==> src/rtl/dma_trig_pkg.sv <==
package dma_trig_pkg;
  localparam int unsigned CFG_W     = 32;
  localparam int unsigned B_PREQ    = 0;
  localparam int unsigned B_HWSEL   = 1;
  localparam int unsigned B_POL     = 4;
  localparam int unsigned B_LVL     = 5;
  localparam int unsigned B_BURST   = 6;
  localparam int unsigned B_EXP_LO  = 8;
  localparam int unsigned EXP_W     = 4;
  localparam int unsigned B_SWRAP   = 14;
  localparam int unsigned B_DWRAP   = 15;
  localparam int unsigned B_PRIO_LO = 16;

  function automatic logic [CFG_W-1:0] cfg_mask(input int unsigned prio_w);
    logic [CFG_W-1:0] m;
    m = '0;
    m[B_PREQ]  = 1'b1;
    m[B_HWSEL] = 1'b1;
    m[B_POL]   = 1'b1;
    m[B_LVL]   = 1'b1;
    m[B_BURST] = 1'b1;
    for (int i = 0; i < EXP_W; i++) m[B_EXP_LO+i] = 1'b1;
    m[B_SWRAP] = 1'b1;
    m[B_DWRAP] = 1'b1;
    for (int i = 0; i < prio_w; i++) m[B_PRIO_LO+i] = 1'b1;
    return m;
  endfunction
endpackage

==> src/rtl/dma_trig_sync.sv <==
module dma_trig_sync #(
  parameter int unsigned STAGES = 2
) (
  input  logic clk_i,
  input  logic rst_ni,
  input  logic d_i,
  output logic q_o
);
  logic ff [STAGES];

  always_ff @(posedge clk_i or negedge rst_ni) begin
    if (!rst_ni) ff[0] <= 1'b0;
    else         ff[0] <= d_i;
  end

  for (genvar i = 1; i < STAGES; i++) begin : g_stage
    always_ff @(posedge clk_i or negedge rst_ni) begin
      if (!rst_ni) ff[i] <= 1'b0;
      else         ff[i] <= ff[i-1];
    end
  end

  assign q_o = ff[STAGES-1];
endmodule

==> src/rtl/dma_trig_cond.sv <==
module dma_trig_cond (
  input  logic clk_i,
  input  logic rst_ni,
  input  logic s_i,
  input  logic pol_high_i,
  output logic event_o,
  output logic active_o
);
  logic s_prev_q;

  always_ff @(posedge clk_i or negedge rst_ni) begin
    if (!rst_ni) s_prev_q <= 1'b0;
    else         s_prev_q <= s_i;
  end

  // edge detection on the raw synchronized line, so polarity changes cause no event
  assign event_o  = pol_high_i ? (s_i & ~s_prev_q) : (~s_i & s_prev_q);
  assign active_o = pol_high_i ? s_i : ~s_i;
endmodule

==> src/rtl/dma_trig_flag.sv <==
module dma_trig_flag (
  input  logic clk_i,
  input  logic rst_ni,
  input  logic sw_set_i,
  input  logic sw_clr_i,
  input  logic hw_sel_i,
  input  logic lvl_mode_i,
  input  logic hw_event_i,
  input  logic hw_active_i,
  input  logic consume_i,
  output logic flag_o
);
  logic flag_q, flag_d;

  always_comb begin
    if (hw_sel_i && lvl_mode_i) flag_d = hw_active_i | sw_set_i;
    else flag_d = (flag_q & ~consume_i) | sw_set_i | (hw_sel_i & hw_event_i);
    if (sw_clr_i) flag_d = 1'b0;
  end

  always_ff @(posedge clk_i or negedge rst_ni) begin
    if (!rst_ni) flag_q <= 1'b0;
    else         flag_q <= flag_d;
  end

  assign flag_o = flag_q;
endmodule

==> src/rtl/dma_trig_burst.sv <==
module dma_trig_burst #(
  parameter int unsigned LEN_W = 10
) (
  input  logic             clk_i,
  input  logic             rst_ni,
  input  logic             flag_i,
  input  logic [LEN_W-1:0] len_m1_i,
  input  logic             gate_i,
  input  logic             done_i,
  output logic             start_o,
  output logic             grant_o,
  output logic             last_o
);
  logic             busy_q;
  logic [LEN_W-1:0] cnt_q, lim_q;
  logic             at_lim;

  assign start_o = ~busy_q & flag_i;
  assign grant_o = busy_q & gate_i;
  assign at_lim  = (cnt_q == lim_q);
  assign last_o  = grant_o & at_lim;

  always_ff @(posedge clk_i or negedge rst_ni) begin
    if (!rst_ni) begin
      busy_q <= 1'b0;
      cnt_q  <= '0;
      lim_q  <= '0;
    end else if (start_o) begin
      busy_q <= 1'b1;
      cnt_q  <= '0;
      lim_q  <= len_m1_i;
    end else if (grant_o && done_i) begin
      if (at_lim) busy_q <= 1'b0;
      else        cnt_q  <= cnt_q + 1'b1;
    end
  end
endmodule

==> src/rtl/dma_trig_ctrl.sv <==
module dma_trig_ctrl
  import dma_trig_pkg::*;
#(
  parameter int unsigned SYNC_STAGES = 2,
  parameter int unsigned MAX_EXP     = 10,
  parameter int unsigned PRIO_W      = 2
) (
  input  logic              clk_i,
  input  logic              rst_ni,
  input  logic              cfg_we_i,
  input  logic [31:0]       cfg_wdata_i,
  output logic [31:0]       cfg_o,
  input  logic              sw_set_i,
  input  logic              sw_clr_i,
  input  logic              hw_trig_i,
  input  logic              periph_req_i,
  input  logic              done_i,
  output logic              grant_o,
  output logic              burst_last_o,
  output logic              trig_o,
  output logic              src_wrap_o,
  output logic              dst_wrap_o,
  output logic [PRIO_W-1:0] prio_o
);
  localparam logic [CFG_W-1:0] MASK    = cfg_mask(PRIO_W);
  localparam int unsigned      LEN_W   = MAX_EXP;
  localparam logic [EXP_W-1:0] EXP_CAP = EXP_W'(MAX_EXP);

  logic [CFG_W-1:0] cfg_q;
  logic             hw_s, hw_event, hw_active, flag, start;
  logic [EXP_W-1:0] exp_raw, exp_eff;
  logic [LEN_W:0]   len_full;
  logic [LEN_W-1:0] len_m1;

  always_ff @(posedge clk_i or negedge rst_ni) begin
    if (!rst_ni)       cfg_q <= '0;
    else if (cfg_we_i) cfg_q <= cfg_wdata_i & MASK;
  end

  assign cfg_o      = cfg_q;
  assign src_wrap_o = cfg_q[B_SWRAP];
  assign dst_wrap_o = cfg_q[B_DWRAP];
  assign prio_o     = cfg_q[B_PRIO_LO +: PRIO_W];

  assign exp_raw  = cfg_q[B_EXP_LO +: EXP_W];
  assign exp_eff  = (exp_raw > EXP_CAP) ? EXP_CAP : exp_raw;
  assign len_full = ((LEN_W+1)'(1) << exp_eff) - (LEN_W+1)'(1);
  assign len_m1   = cfg_q[B_BURST] ? len_full[LEN_W-1:0] : '0;

  dma_trig_sync #(.STAGES(SYNC_STAGES)) i_sync (
    .clk_i (clk_i),
    .rst_ni(rst_ni),
    .d_i   (hw_trig_i),
    .q_o   (hw_s)
  );

  dma_trig_cond i_cond (
    .clk_i     (clk_i),
    .rst_ni    (rst_ni),
    .s_i       (hw_s),
    .pol_high_i(cfg_q[B_POL]),
    .event_o   (hw_event),
    .active_o  (hw_active)
  );

  dma_trig_flag i_flag (
    .clk_i      (clk_i),
    .rst_ni     (rst_ni),
    .sw_set_i   (sw_set_i),
    .sw_clr_i   (sw_clr_i),
    .hw_sel_i   (cfg_q[B_HWSEL]),
    .lvl_mode_i (cfg_q[B_LVL]),
    .hw_event_i (hw_event),
    .hw_active_i(hw_active),
    .consume_i  (start),
    .flag_o     (flag)
  );

  dma_trig_burst #(.LEN_W(LEN_W)) i_burst (
    .clk_i   (clk_i),
    .rst_ni  (rst_ni),
    .flag_i  (flag),
    .len_m1_i(len_m1),
    .gate_i  (~cfg_q[B_PREQ] | periph_req_i),
    .done_i  (done_i),
    .start_o (start),
    .grant_o (grant_o),
    .last_o  (burst_last_o)
  );

  assign trig_o = flag;
endmodule

==> config.mk <==
export PLATFORM = sky130hd
export DESIGN_NAME = dma_trig_ctrl
export DESIGN_NICKNAME = d
export VERILOG_FILES = /design/src/rtl/dma_trig_pkg.sv /design/src/rtl/dma_trig_sync.sv /design/src/rtl/dma_trig_cond.sv /design/src/rtl/dma_trig_flag.sv /design/src/rtl/dma_trig_burst.sv /design/src/rtl/dma_trig_ctrl.sv
export SDC_FILE = /design/constraint.sdc
export NUM_CORES = 1
export LEC_CHECK = 0
export ABC_AREA = 1
export CAP_MARGIN = 20
export CORE_UTILIZATION = 45
export DETAILED_ROUTE_END_ITERATION = 8
export PLACE_DENSITY = 0.8
export SETUP_SLACK_MARGIN = 0.02
export SKIP_CTS_REPAIR_TIMING = 1
export SYNTH_ARGS = -nofsm -noshare
export SYNTH_HDL_FRONTEND = slang
export SYNTH_SLANG_ARGS = --single-unit
export TNS_END_PERCENT = 5
==> constraint.sdc <==
create_clock -name clk_i -period 2.05 [get_ports clk_i]
set_input_delay 0.41 -clock clk_i [delete_from_list [all_inputs] [get_ports clk_i]]
set_output_delay 0.41 -clock clk_i [all_outputs]
set_load 0.05 [all_outputs]
After elaboration in Yosys (flattened, before gate mapping) --
Cells that the tools add are included.
Operators by class: add/subtract/negate cells 2, magnitude comparators 1, eq/ne operators 2, shift-type cells 1, mux-type cells 12, bitwise operators 16, reductions and logical operators 6
Operators by type and width (number):
- 10-bit 2-to-1 mux | 4
- 10-bit by 1-bit adder with 10-bit output, second input constant | 1
- 10-bit equality test | 1
- 1-bit by 4-bit left shift with 10-bit output, first input constant | 1
- 10-bit by 2-bit subtractor with 10-bit output, second input constant | 1
- 1-bit AND | 7
- 1-bit 2-to-1 mux | 7
- 1-bit NOT | 5
- 4-bit > comparator, second input constant | 1
- 4-bit 2-to-1 mux | 1
- 1-bit OR | 4
- 2-bit AND reduction | 2
- 2-bit nonzero test | 2
- 1-bit logical AND | 2
- 2-bit != test, second input constant | 1
Storage, ports and cells: register bits after elaboration 38, input port bits 40, output and inout bits 39, word-level logic and storage cells 48

Logic depth before layout (Yosys ltp) --
Gate-level depths: netlist (run 1).
word-level depth 8, gate-level depth with buffers 10, mapped depth without buffers 9

Hierarchy --
From an unflattened synthesis (run 1), not the netlist that was laid out.
Unflattened totals: cells, all modules 282, area, all modules 2230.9 µm²
By module, submodules not included:
- dma_trig_burst | instances 1, cells an instance 158, area an instance 1203.7 µm², seq. area each 525.5 µm²
- dma_trig_ctrl | instances 1, cells an instance 103, area an instance 850.8 µm², seq. area each 325.3 µm²
- dma_trig_flag | instances 1, cells an instance 12, area an instance 72.6 µm², seq. area each 25.0 µm²
- dma_trig_cond | instances 1, cells an instance 7, area an instance 53.8 µm², seq. area each 25.0 µm²
- dma_trig_sync | instances 1, cells an instance 2, area an instance 50.0 µm², seq. area each 50.0 µm²

Worst setup path before layout (run 1) --
No wires, ideal clock.
kind register to output, start register i_burst.cnt_q[5], end output burst_last_o, arrival time 1.617 ns, required time 1.640 ns, slack 0.023 ns, stages on the path, launching flop included 9, path buffers 1, path through dfrtp_1 -> buf_4 -> nand2_1 -> nand2_1 -> nor2_4 -> inv_2 -> nor2_4 -> nand2_2 -> nor3_2
Between the ends: longest elaborated chain between the ends 2
Ends and longest elaborated chain:
- start, declared | RTL line dma_trig_burst.sv:15 | logic [LEN_W-1:0] cnt_q, lim_q;
- start signal, assigned | RTL line dma_trig_burst.sv:34 | else cnt_q <= cnt_q + 1'b1;
- 10-bit equality test | RTL line dma_trig_burst.sv:20 | assign at_lim = (cnt_q == lim_q);
- 1-bit AND | RTL line dma_trig_burst.sv:21 | assign last_o = grant_o & at_lim;
- end, declared | RTL line dma_trig_ctrl.sv:19 | output logic burst_last_o,
No other way between the ends.

Final worst setup path (run 1) --
start register i_burst.cnt_q[4], end output burst_last_o
The elaborated chain is that of the path after synthesis.

==> impl_table.tex, run 1 <==
\begin{tabular}{lr}
\hline
Metric & Value \\
\hline
\multicolumn{2}{l}{\textbf{Critical path}} \\
\quad CP Max Fanout & 7 \\
\quad Type of the worst setup path & reg2out \\
\quad WP data arrival & 1.64 ns \\
\quad Crit end category & output port \\
\quad Critical path's top delay family & simple AND/OR/NAND/NOR gates \\
\quad Kind of launch point of the worst setup path & flop \\
\quad CP required & 1.64 ns \\
\quad CP Cell Sequence & inv\_2 -> nand2\_2 -> nand2\_2 -> nor2\_4 -> inv\_2 -> nor2\_4 -> nand2\_4 -> nor3\_4 -> buf\_12 \\
\quad Largest incremental delay on the critical path & 0.43 ns \\
\quad Slowest CP cell & dfrtp\_2 \\
\quad Number of buffer and inverter stages on the critical path & 3 \\
\multicolumn{2}{l}{\textbf{Route}} \\
\quad Drt via density & 4.78 \\
\quad Drt first-iter violations & 88 \\
\quad Total detailed-routing wirelength & 4590 µm \\
\quad Number of routed nets with antenna violations & 0 \\
\quad Number of remaining DRC errors & 0 \\
\quad Per-cell routed wire length & 11.5 µm \\
\quad Iteration count of the initial detailed-routing pass & 4 \\
\quad Total via count after detailed routing & 1904 \\
\multicolumn{2}{l}{\textbf{Logic synthesis}} \\
\quad Main synth FF type & dfrtp\_1 \\
\quad Synthesized netlist cell count & 288 \\
\quad Cell type contributing the most total cell area after synthesis & dfrtp\_1 \\
\quad Most area-consuming cells after synthesis & dfrtp\_1 42\%, nand2\_1 12\%, buf\_4 9.0\% \\
\quad Share of the synthesized area in the top cell type & 0.420 \\
\quad Count of warnings emitted by yosys & 0 \\
\quad Register bit count reported by yosys & 38 \\
\quad Post-synthesis instance area & 2260 µm² \\
\quad EDFF count, synth & 0 \\
\quad Sequential cell area fraction in the yosys report & 0.420 \\
\quad Asr flop ratio synth & 1.00 \\
\quad Post-Syn Area per Cell & 7.85 µm² \\
\quad Unique cell type count in the Yosys netlist & 26 \\
\multicolumn{2}{l}{\textbf{Clock tree}} \\
\quad Clock H-tree levels & 2 \\
\quad Clock tree from TritonCTS & built \\
\quad Number of buffers created by CTS & 5 \\
\quad Total clock sinks & 38 \\
\quad Clock insertion delay at the later pin of the skew report & 0.29 ns \\
\quad Clock transition at path regs & 0.07 ns \\
\quad Buffer type at the clock tree root & clkbuf\_8 \\
\quad Number of buffers between clock root and the deepest sink & 2 \\
\multicolumn{2}{l}{\textbf{Layout}} \\
\quad Count of antenna diodes in the layout & 0 \\
\quad End-of-flow core utilization & 0.585 \\
\quad Synthesis-to-finish area growth & 23.7\% \\
\quad Net total in the final layout & 372 \\
\quad Filler Cell Count & 439 \\
\quad Final Instance Area & 2800 µm² \\
\quad Share of final-layout standard cells stronger than drive strength 1 & 0.178 \\
\multicolumn{2}{l}{\textbf{Die}} \\
\quad Placeable Area & 4790 µm² \\
\quad Initial core utilization & 0.473 \\
\quad Floorplan row count & 25 \\
\quad Die Span X & 72.9 µm \\
\quad Floorplan die height & 72.9 µm \\
\quad I/O pin total & 79 \\
\quad Die Footprint & 5310 µm² \\
\multicolumn{2}{l}{\textbf{STA}} \\
\quad Setup-violating endpoint count in the final report & 0 \\
\quad Worst slew pin tran & 0.517 ns \\
\quad Final hold slack & 0.154 ns \\
\quad Count of final max-slew check failures & 0 \\
\quad Worst relative slew slack & 0.654 \\
\quad Post-Route Setup TNS & 0 ns \\
\quad Min Clock Period, post-route & 2.05 ns \\
\quad Final Skew & 0.00559 ns \\
\quad Setup repair after global routing missed its margin & yes \\
\quad Peak clock frequency supported by timing & 488 MHz \\
\quad Final hold viol count & 0 \\
\quad Fraction of the cycle the final worst path needs & 0.999 \\
\multicolumn{2}{l}{\textbf{Placed design}} \\
\quad Global placer's final weighted congestion & 0.842 \\
\quad Port buffer count & 40 \\
\quad Placement-stage cell area & 2660 µm² \\
\quad Final HPWL DP & 3390 µm \\
\multicolumn{2}{l}{\textbf{Flow run}} \\
\quad Max-cap violations & 0 \\
\multicolumn{2}{l}{\textbf{Global route}} \\
\quad Via count of the first global-routing pass & 1861 \\
\quad Global route total overflow & 0 \\
\quad Tot GR Track Use & 0.195 \\
\quad Global-route wire length before repair & 7960 µm \\
\quad Pin count of the biggest net entering global routing & 39 \\
\quad Antenna violations before repair & 0 \\
\multicolumn{2}{l}{\textbf{Power}} \\
\quad Pwr per Cell Area & 1110 nW/µm² \\
\quad PnR Total Power & 0.00310 W \\
\quad LEAKAGE & 1.38 nW \\
\quad Max rail drop VDD & 0.645 mV \\
\multicolumn{2}{l}{\textbf{Status}} \\
\quad Run status & finished clean \\
\multicolumn{2}{l}{\textbf{Worst hold path}} \\
\quad Classification of the worst-slack hold path & in2async \\
\hline
\end{tabular}
-- power breakdown --
| part | internal, W | total [W] | switching (W) |
|---|---|---|---|
| clock | 0.000271 | 0.000532 | 0.000260 |
| combinational | 0.000539 | 0.00151 | 0.000971 |
| sequential | 0.000919 | 0.00106 | 0.000144 |
-- final cells by class --
class | count | area, µm² | share of cell area
clock inverters | 1 | 5.00 | 0.00179
flip-flops and latches | 38 | 957 | 0.342
inverters | 38 | 143 | 0.0510
well taps | 67 | 83.8 | 0.0300
clock buffers | 7 | 86.3 | 0.0308
repair buffers | 48 | 480 | 0.172
multi-input cells | 199 | 1040 | 0.373
-- synthesized netlist by cell type (2+ instances only) --
| master | count |
|---|---|
| o21ai_1 | 3 |
| nand2_1 | 72 |
| a21oi_1 | 4 |
| buf_4 | 27 |
| ha_1 | 2 |
| inv_1 | 32 |
| nor2_4 | 4 |
| xor2_1 | 5 |
| o22ai_1 | 4 |
| inv_2 | 6 |
| nor2_1 | 15 |
| nor2_2 | 3 |
| clkbuf_1 | 4 |
| dfrtp_1 | 38 |
| nand4_1 | 8 |
| nand2_2 | 4 |
| nand3_1 | 25 |
| o31ai_1 | 2 |
| o21ai_0 | 16 |
| nand3_2 | 2 |
| mux2_2 | 6 |
| nor3_1 | 2 |
-- cells by family after synthesis --
family	count (synthesis)	share of synthesized area
AND/OR/NAND/NOR	136	0.279
buffers and inverters	69	0.159
flip-flops	38	0.420
AO/OA/AOI/OAI	31	0.0796
multiplexers	6	0.0299
XOR/XNOR	5	0.0194
adder cells (fa/ha/maj)	2	0.0111
other	1	0.00166
-- metrics by stage --
stage	worst slack, ns	cells
after floorplan	0.0235	306
after global placement	0.269	389
after detailed placement	0.170	389
after CTS	-0.0926	397
after global routing	-0.0848	398
final	0.00240	398
-- metal layers --
layer | wire length, µm | up-vias | GRT usage
li1 | - | 961 | -
met1 | 1830 | 864 | 0.228
met2 | 2290 | 64 | 0.337
met3 | 352 | 15 | 0.0608
met4 | 115 | 0 | 0.0675
met5 | 0 | - | 0
-- registers in the layout, indices dropped and copies added, names as in the netlist --
register         flops
cfg_o               13
i_burst.busy_q       1
i_burst.cnt_q       10
i_burst.lim_q       10
i_cond.s_prev_q      1
i_flag.flag_o        1
i_sync.ff            1
i_sync.q_o           1
-- cell usage in the layout (no fill, tap or decap), types with 5 or more instances in the layout --
master           Yosys  layout
nand2_1             72      68
clkdlybuf4s50_1      0      35
dfrtp_1             38      33
inv_1               32      28
nand3_1             25      25
conb_1               1      19
o21ai_0             16      16
nor2_1              15      15
inv_2                6      10
nand4_1              8       8
buf_4               27       8
nand2_2              4       7
mux2_2               6       6
clkbuf_8             0       6
xor2_1               5       5
dfrtp_2              0       5
-- path summary, 6_finish.rpt --
check / to / slack, ns / startpoint / cells past startpoint
worst max-delay path: burst_last_o / 0.002 / i_burst.cnt_q[4] / 9
worst min-delay path: i_burst.cnt_q[6] / 0.15 / rst_ni / 2
worst max register to register: i_burst.lim_q[6] / 0.25 / cfg_o[11] / 9
worst min register to register: i_sync.q_o / 0.36 / i_sync.ff[1] / 0
max in group asynchronous: i_burst.cnt_q[4] / 1.54 / rst_ni / 2
min in group clk_i: i_sync.q_o / 0.36 / i_sync.ff[1] / 0
-- worst register-to-register path: cells and delay by family, from the launching register on --
family                     cells  cell delay (ns)
DFF                            1             0.45
and+or+nand+nor                2             0.30
adders and majority gates      1             0.23
buffers and inverters          1             0.08
AOI/OAI and AO/OA              5             0.62
Note: power is estimated with default switching activity, not from simulation.
==> run 2, diff against run 1 <==
ABC_AREA = not set   (was 1)
CORE_UTILIZATION = 44   (was 45)
PLACE_DENSITY = 0.81   (was 0.8)
==> run 2 against run 1 <==
  * The run now ends with setup timing left
  * Register-to-register slack worse by 0.07 ns
  * Worst hold slack worse by 0.0033 ns
  * Synthesized cell count is 31% lower
  * Sequential share of layout area is 2.8 points higher
  * Cell area is 8.1% lower
  * Non-clock buffer count is 8 higher
  * Largest power group is now sequential cells
==> impl_table.tex, run 2 <==
\begin{tabular}{lr}
\hline
Metric & Value \\
\hline
\multicolumn{2}{l}{\textbf{Route}} \\
\quad Drt first-iter violations & 116 (+32\%) \\
\quad Total via count after detailed routing & 1509 (-21\%) \\
\quad Number of remaining DRC errors & 0 (unchanged) \\
\quad Drt via density & 5.03 (+5.1\%) \\
\quad Number of routed nets with antenna violations & 0 (unchanged) \\
\quad Per-cell routed wire length & 13.0 µm (+13\%) \\
\quad Iteration count of the initial detailed-routing pass & 4 (unchanged) \\
\quad Total detailed-routing wirelength & 3900 µm (-15\%) \\
\multicolumn{2}{l}{\textbf{Logic synthesis}} \\
\quad Synthesized netlist cell count & 199 (-31\%) \\
\quad EDFF count, synth & 0 (unchanged) \\
\quad Most frequent cells after synthesis & 38 x dfrtp\_1, 26 x buf\_4, 25 x nand2\_1 \\
\quad Post-Syn Area per Cell & 10.1 µm² (+29\%) \\
\quad Most repeated cell in the gate-level netlist after synthesis & dfrtp\_1 \\
\quad Cell type contributing the most total cell area after synthesis & dfrtp\_1 \\
\quad Main synth FF type & dfrtp\_1 \\
\quad Register bit count reported by yosys & 38 (unchanged) \\
\quad Asr flop ratio synth & 1.00 (unchanged) \\
\quad Sequential cell area fraction in the yosys report & 0.471 (+0.0508) \\
\quad Unique cell type count in the Yosys netlist & 36 (+38\%) \\
\quad Share of the synthesized area in the top cell type & 0.471 (+0.0508) \\
\quad Count of warnings emitted by yosys & 0 (unchanged) \\
\quad Post-synthesis instance area & 2020 µm² (-11\%) \\
\quad Most area-consuming cells after synthesis & dfrtp\_1 47\%, buf\_4 9.7\%, mux2\_2 7.3\% \\
\multicolumn{2}{l}{\textbf{Power}} \\
\quad Internal Dissipation & 0.00161 W (-7.0\%) \\
\quad LEAKAGE & 1.22 nW (-12\%) \\
\quad Switching power summed over all nets & 0.000988 W (-28\%) \\
\quad PnR Total Power & 0.00260 W (-16\%) \\
\quad Proportion of power drawn by the clock network & 0.207 (+0.036) \\
\quad Max rail drop VDD & 0.632 mV (-2.0\%) \\
\quad Part of the power in registers & 0.418 (+0.076) \\
\quad Switching share of total power & 0.381 (-0.0623) \\
\quad Pwr per Cell Area & 1010 nW/µm² (-9.0\%) \\
\quad Fraction of power consumed by combinational cells & 0.375 (-0.111) \\
\multicolumn{2}{l}{\textbf{Global route}} \\
\quad Pin count of the biggest net entering global routing & 39 (unchanged) \\
\quad Tot GR Track Use & 0.169 (-0.0260) \\
\quad Global-route wire length before repair & 6480 µm (-19\%) \\
\quad Antenna violations before repair & 0 (unchanged) \\
\quad Via count of the first global-routing pass & 1433 (-23\%) \\
\quad Global route total overflow & 0 (unchanged) \\
\multicolumn{2}{l}{\textbf{Layout}} \\
\quad Non-filler cells, final & 300 (-25\%) \\
\quad Largest register FFs & 13 (unchanged) \\
\quad Final Instance Area & 2570 µm² (-8.1\%) \\
\quad Synthesis-to-finish area growth & 27.5\% \\
\quad Net total in the final layout & 289 (-22\%) \\
\quad Commonest cells after routing, fill and taps aside & 38 x dfrtp\_1, 32 x clkdlybuf4s50\_1, 25 x nand2\_1, 20 x buf\_4, 19 x conb\_1 \\
\quad Share of final-layout standard cells stronger than drive strength 1 & 0.206 (+0.0274) \\
\quad Commonest non-fill, non-tap cell in the layout & dfrtp\_1 \\
\quad Count of antenna diodes in the layout & 0 (unchanged) \\
\multicolumn{2}{l}{\textbf{Placed design}} \\
\quad Final HPWL DP & 2780 µm (-18\%) \\
\quad Placed Instances & 291 (-25\%) \\
\quad Placement-stage cell area & 2450 µm² (-8.0\%) \\
\quad Pre-CTS WS & -0.124 ns (-0.294 ns) \\
\quad Global placer's final weighted congestion & 0.840 (-0.28\%) \\
\quad Port buffer count & 40 (unchanged) \\
\multicolumn{2}{l}{\textbf{Critical path}} \\
\quad Crit end category & output port \\
\quad Start point of the critical path & i\_burst.cnt\_q[1] \\
\quad Critical path's top delay family & simple AND/OR/NAND/NOR gates \\
\quad Type of the worst setup path & reg2out \\
\quad WP data arrival & 1.82 ns (+0.18 ns) \\
\quad Largest incremental delay on the critical path & 0.43 ns (about the same) \\
\quad Number of buffer and inverter stages on the critical path & 1 (-2) \\
\quad Kind of launch point of the worst setup path & flop \\
\quad CP required & 1.64 ns (about the same) \\
\quad Worst reg2reg path startpoint & i\_burst.cnt\_q[3] \\
\quad CP Max Fanout & 4 (-3) \\
\quad CP Cell Sequence & xor2\_1 -> nor4\_2 -> and3\_1 -> and2\_4 -> buf\_12 \\
\quad Slowest CP cell & dfrtp\_1 \\
\multicolumn{2}{l}{\textbf{STA}} \\
\quad Final hold viol count & 0 (unchanged) \\
\quad Worst relative slew slack & 0.464 (-0.190) \\
\quad Setup slack of the critical path after layout & -0.176 ns (-0.179 ns) \\
\quad Setup repair after global routing missed its margin & yes \\
\quad Setup-violating endpoint count in the final report & 1 (+1) \\
\quad Final Skew & 0.00718 ns (+0.00159 ns) \\
\quad Peak clock frequency supported by timing & 449 MHz (-8.0\%) \\
\quad Worst slew pin tran & 0.804 ns (+0.287 ns) \\
\quad Fraction of the cycle the final worst path needs & 1.09 (+0.0873) \\
\quad Min Clock Period, post-route & 2.23 ns (+0.179 ns) \\
\quad Count of final max-slew check failures & 0 (unchanged) \\
\multicolumn{2}{l}{\textbf{Flow run}} \\
\quad Max-cap violations & 0 (unchanged) \\
\multicolumn{2}{l}{\textbf{Clock tree}} \\
\quad Number of buffers created by CTS & 5 (unchanged) \\
\quad Number of buffers between clock root and the deepest sink & 2 (unchanged) \\
\quad Buffer type at the clock tree root & clkbuf\_8 \\
\quad Clock insertion delay at the later pin of the skew report & 0.29 ns (about the same) \\
\quad Total clock sinks & 38 (unchanged) \\
\quad Clock tree from TritonCTS & built \\
\quad Clock transition at path regs & 0.08 ns (about the same) \\
\quad Clock H-tree levels & 2 (unchanged) \\
\multicolumn{2}{l}{\textbf{Die}} \\
\quad Placeable Area & 4380 µm² (-8.4\%) \\
\quad Die Span X & 69.7 µm (-4.4\%) \\
\quad Floorplan row count & 24 (-4.0\%) \\
\quad Floorplan die height & 69.7 µm (-4.4\%) \\
\quad Initial core utilization & 0.460 (-0.0123) \\
\quad I/O pin total & 79 (unchanged) \\
\quad Die Footprint & 4860 µm² (-8.5\%) \\
\multicolumn{2}{l}{\textbf{Status}} \\
\quad Run status & finished with violations \\
\quad Violated checks & setup timing \\
\multicolumn{2}{l}{\textbf{Worst hold path}} \\
\quad Classification of the worst-slack hold path & in2async \\
\hline
\end{tabular}
## run 2: changes by cell type in the layout (fill, tap and decap cells not counted), moves of 8 or more
cell,change
nand3_1,-21
nand2_1,-43
inv_1,-25
buf_4,+12
inv_2,-10
nor2_1,-8
## run 2: layout make-up
class                           count  area [µm²]
Inverter                            3        11.3
Sequential cell                    38         951
Clock buffer                        6        82.6
Clock inverter                      2        12.5
Fill cell                         374        1810
Multi-Input combinational cell    143         922
Timing Repair Buffer               56         528
Tap cell                           52        65.1
## run 2: per-stage QoR
stage | hold slack [ns] | setup TNS, ns | util
6_report | 0.151 | -0.176 | 0.587
5_1_grt | 0.204 | -0.183 | 0.587
4_1_cts | 0.166 | -0.191 | 0.580
3_5_place_dp | 0.350 | -0.127 | 0.559
3_3_place_gp | 0.337 | -0.112 | 0.559
2_1_floorplan | 0.114 | 0 | -
## run 2: per-layer routing
metal	GRT usage	vias up	routed length (µm)
li1	-	739	-
met1	0.213	715	1730
met2	0.278	51	1950
met3	0.0378	4	193
met4	0.0733	0	31
met5	0	-	0
## run 2: power groups by stage
stage                     Clock (W)  Combinational (W)  Sequential [W]
after CTS                  0.000555           0.000921         0.00108
after detailed placement          0           0.000920         0.00109
after global routing       0.000575            0.00107         0.00111
after global placement            0           0.000894         0.00109
after floorplan                   0           0.000589         0.00113
final                      0.000537           0.000973         0.00109
## run 2: path summary, 6_finish.rpt
| path | end | slack [ns] | cells past startpoint |
|---|---|---|---|
| max | burst_last_o | -0.18 | 5 |
| min | i_burst.busy_q | 0.15 | 2 |
| max reg2reg | i_burst.cnt_q[9] | 0.18 | 6 |
| min reg2reg | i_sync.q_o | 0.36 | 0 |
| max in group asynchronous | cfg_o[17] | 1.56 | 2 |
| min in group clk_i | i_sync.q_o | 0.36 | 0 |
## run 2: kinds of logic after synthesis
family / Yosys count / synth area share
DFF: 38 / 0.471
other: 1 / 0.00186
adders and majority gates: 2 / 0.0124
and+or+nand+nor: 61 / 0.151
AOI/OAI and AO/OA: 31 / 0.0992
xor gates and xnor gates: 12 / 0.0521
muxes: 18 / 0.0973
buffers and inverters: 36 / 0.115
==> run 3, diff against run 2 <==
ABC_AREA = 0   (was not set)
clock period = 2.4 ns   (was 2.05 ns; I/O delays follow)
==> run 3 against run 2 <==
  * The flow now finishes without violations
  * Sequential share of layout area increased by 0.40 points
  * Largest cell class unchanged
  * Final cell count decreased by 3.3%
  * Combinational power decreased by 20%
  * Non-clock buffer count decreased by 10
  * Register-to-register slack improved by 0.32 ns
  * First-iteration DRC count decreased by 13%
  * Routed wire length decreased by 4.2%
  * Clock skew increased by 0.00056 ns
==> impl_table.tex, run 3 (synthesis results as in run 2) <==
\begin{tabular}{lr}
\hline
Metric & Value \\
\hline
\multicolumn{2}{l}{\textbf{Die}} \\
\quad Die Footprint & 4860 µm² (unchanged) \\
\quad Initial core utilization & 0.460 (unchanged) \\
\quad I/O pin total & 79 (unchanged) \\
\quad Placeable Area & 4380 µm² (unchanged) \\
\quad Floorplan die height & 69.7 µm (unchanged) \\
\quad Die Span X & 69.7 µm (unchanged) \\
\quad Floorplan row count & 24 (unchanged) \\
\multicolumn{2}{l}{\textbf{Global route}} \\
\quad Tot GR Track Use & 0.167 (-0.00203) \\
\quad Antenna violations before repair & 0 (unchanged) \\
\quad Global route total overflow & 0 (unchanged) \\
\quad Via count of the first global-routing pass & 1323 (-7.7\%) \\
\quad Global-route wire length before repair & 6180 µm (-4.6\%) \\
\quad Pin count of the biggest net entering global routing & 39 (unchanged) \\
\multicolumn{2}{l}{\textbf{Power}} \\
\quad Switching power summed over all nets & 0.000828 W (-16\%) \\
\quad Pwr per Cell Area & 938 nW/µm² (-7.0\%) \\
\quad Proportion of power drawn by the clock network & 0.283 (+0.076) \\
\quad LEAKAGE & 1.18 nW (-3.3\%) \\
\quad Internal Dissipation & 0.00156 W (-3.1\%) \\
\quad Switching share of total power & 0.347 (-0.0335) \\
\quad Fraction of power consumed by combinational cells & 0.326 (-0.049) \\
\quad Max rail drop VDD & 0.526 mV (-17\%) \\
\quad Part of the power in registers & 0.391 (-0.027) \\
\multicolumn{2}{l}{\textbf{Critical path}} \\
\quad CP Max Fanout & 4 (unchanged) \\
\quad WP data arrival & 1.83 ns (about the same) \\
\quad Crit end category & output port \\
\quad Largest incremental delay on the critical path & 0.42 ns (about the same) \\
\quad CP required & 1.92 ns (+0.28 ns) \\
\quad CP Cell Sequence & xor2\_1 -> nor4\_2 -> and3\_1 -> and2\_1 -> buf\_12 \\
\quad Type of the worst setup path & reg2out \\
\quad Slowest CP cell & dfrtp\_1 \\
\quad Kind of launch point of the worst setup path & flop \\
\multicolumn{2}{l}{\textbf{Layout}} \\
\quad Net total in the final layout & 279 (-3.5\%) \\
\quad Synthesis-to-finish area growth & 26.1\% \\
\quad Share of final-layout standard cells stronger than drive strength 1 & 0.147 (-0.0586) \\
\quad Final Instance Area & 2540 µm² (-1.1\%) \\
\quad Count of antenna diodes in the layout & 0 (unchanged) \\
\quad Commonest non-fill, non-tap cell in the layout & dfrtp\_1 \\
\quad Largest register FFs & 13 (unchanged) \\
\quad Commonest cells after routing, fill and taps aside & 38 x dfrtp\_1, 37 x clkdlybuf4s50\_1, 25 x nand2\_1, 19 x conb\_1, 13 x mux2\_2 \\
\multicolumn{2}{l}{\textbf{Clock tree}} \\
\quad Number of buffers created by CTS & 5 (unchanged) \\
\quad Clock transition at path regs & 0.08 ns (about the same) \\
\quad Total clock sinks & 38 (unchanged) \\
\quad Clock H-tree levels & 2 (unchanged) \\
\quad Buffer type at the clock tree root & clkbuf\_8 \\
\quad Clock tree from TritonCTS & built \\
\quad Clock insertion delay at the later pin of the skew report & 0.30 ns (about the same) \\
\quad Number of buffers between clock root and the deepest sink & 2 (unchanged) \\
\multicolumn{2}{l}{\textbf{Placed design}} \\
\quad Placement-stage cell area & 2370 µm² (-3.1\%) \\
\quad Port buffer count & 40 (unchanged) \\
\quad Final HPWL DP & 2620 µm (-5.7\%) \\
\quad Global placer's final weighted congestion & 0.813 (-3.2\%) \\
\multicolumn{2}{l}{\textbf{STA}} \\
\quad Final Skew & 0.00774 ns (+0.000558 ns) \\
\quad Setup repair after global routing missed its margin & no \\
\quad Fraction of the cycle the final worst path needs & 0.962 \\
\quad Setup-violating endpoint count in the final report & 0 (-1) \\
\quad Worst slew pin tran & 0.808 ns (+0.00465 ns) \\
\quad Count of final max-slew check failures & 0 (unchanged) \\
\quad Worst relative slew slack & 0.461 (-0.00310) \\
\quad Min Clock Period, post-route & 2.31 ns \\
\quad Peak clock frequency supported by timing & 433 MHz \\
\quad Final hold viol count & 0 (unchanged) \\
\quad Post-Route Setup TNS & 0 ns (+0.176 ns) \\
\multicolumn{2}{l}{\textbf{Route}} \\
\quad Per-cell routed wire length & 12.9 µm (-0.90\%) \\
\quad Iteration count of the initial detailed-routing pass & 4 (unchanged) \\
\quad Number of routed nets with antenna violations & 0 (unchanged) \\
\quad Total via count after detailed routing & 1445 (-4.2\%) \\
\quad Number of remaining DRC errors & 0 (unchanged) \\
\quad Total detailed-routing wirelength & 3740 µm (-4.2\%) \\
\quad Drt first-iter violations & 101 (-13\%) \\
\quad Drt via density & 4.98 (-0.94\%) \\
\multicolumn{2}{l}{\textbf{Worst hold path}} \\
\quad Classification of the worst-slack hold path & in2async \\
\multicolumn{2}{l}{\textbf{Flow run}} \\
\quad Max-cap violations & 0 (unchanged) \\
\multicolumn{2}{l}{\textbf{Status}} \\
\quad Run status & finished clean \\
\hline
\end{tabular}
run 3: power by group through the flow:
| stage | Sequential (W) | Combinational [W] | Clock (W) |
|---|---|---|---|
| after floorplan | 0.000968 | 0.000503 | 0 |
| after CTS | 0.000934 | 0.000718 | 0.000687 |
| after detailed placement | 0.000946 | 0.000713 | 0 |
| after global placement | 0.000939 | 0.000694 | 0 |
| final | 0.000934 | 0.000778 | 0.000675 |
| after global routing | 0.000959 | 0.000836 | 0.000712 |
run 3: final cells by class:
cell class / count / area (µm²)
multi-input cells: 143 / 915
clock inverters: 2 / 60.1
fillers: 354 / 1840
well taps: 52 / 65.1
inverters: 3 / 11.3
clock buffers: 6 / 82.6
flip-flops and latches: 38 / 951
repair buffers: 46 / 460
run 3: critical path, delay by kind of cell, from the launching register on:
family / cells / cell delay, ns
simple gates: 3 / 0.78
flops: 1 / 0.42
buf+inv: 1 / 0.14
xor+xnor: 1 / 0.18
run 3: final timing paths:
kind / start / end / cells after the start / slack (ns)
worst min-delay path: rst_ni / i_burst.cnt_q[2] / 1 / 0.26
worst max-delay path: i_burst.cnt_q[5] / burst_last_o / 5 / 0.09
max in group asynchronous: rst_ni / cfg_o[1] / 1 / 1.62
worst max register to register: cfg_o[10] / i_burst.lim_q[4] / 7 / 0.50
worst min register to register: i_sync.ff[1] / i_sync.q_o / 0 / 0.36
min in group clk_i: i_sync.ff[1] / i_sync.q_o / 0 / 0.36
run 3: through the flow:
stage          setup slack, ns  std cells  hold slack (ns)  utilization  total power, W
2_1_floorplan            0.160        217            0.184            -         0.00147
3_3_place_gp            0.0946        280            0.337        0.542         0.00163
3_5_place_dp            0.0880        280            0.344        0.542         0.00166
4_1_cts                 -0.123        288            0.295        0.574         0.00234
5_1_grt                 0.0305        290            0.346        0.580         0.00251
6_report                0.0916        290            0.263        0.580         0.00239
run 3: metal layers:
metal,GRT usage,vias up,routed length [µm]
li1,-,717,-
met1,0.211,682,1640
met2,0.262,40,1840
met3,0.0451,6,177
met4,0.0867,0,84
met5,0,-,0
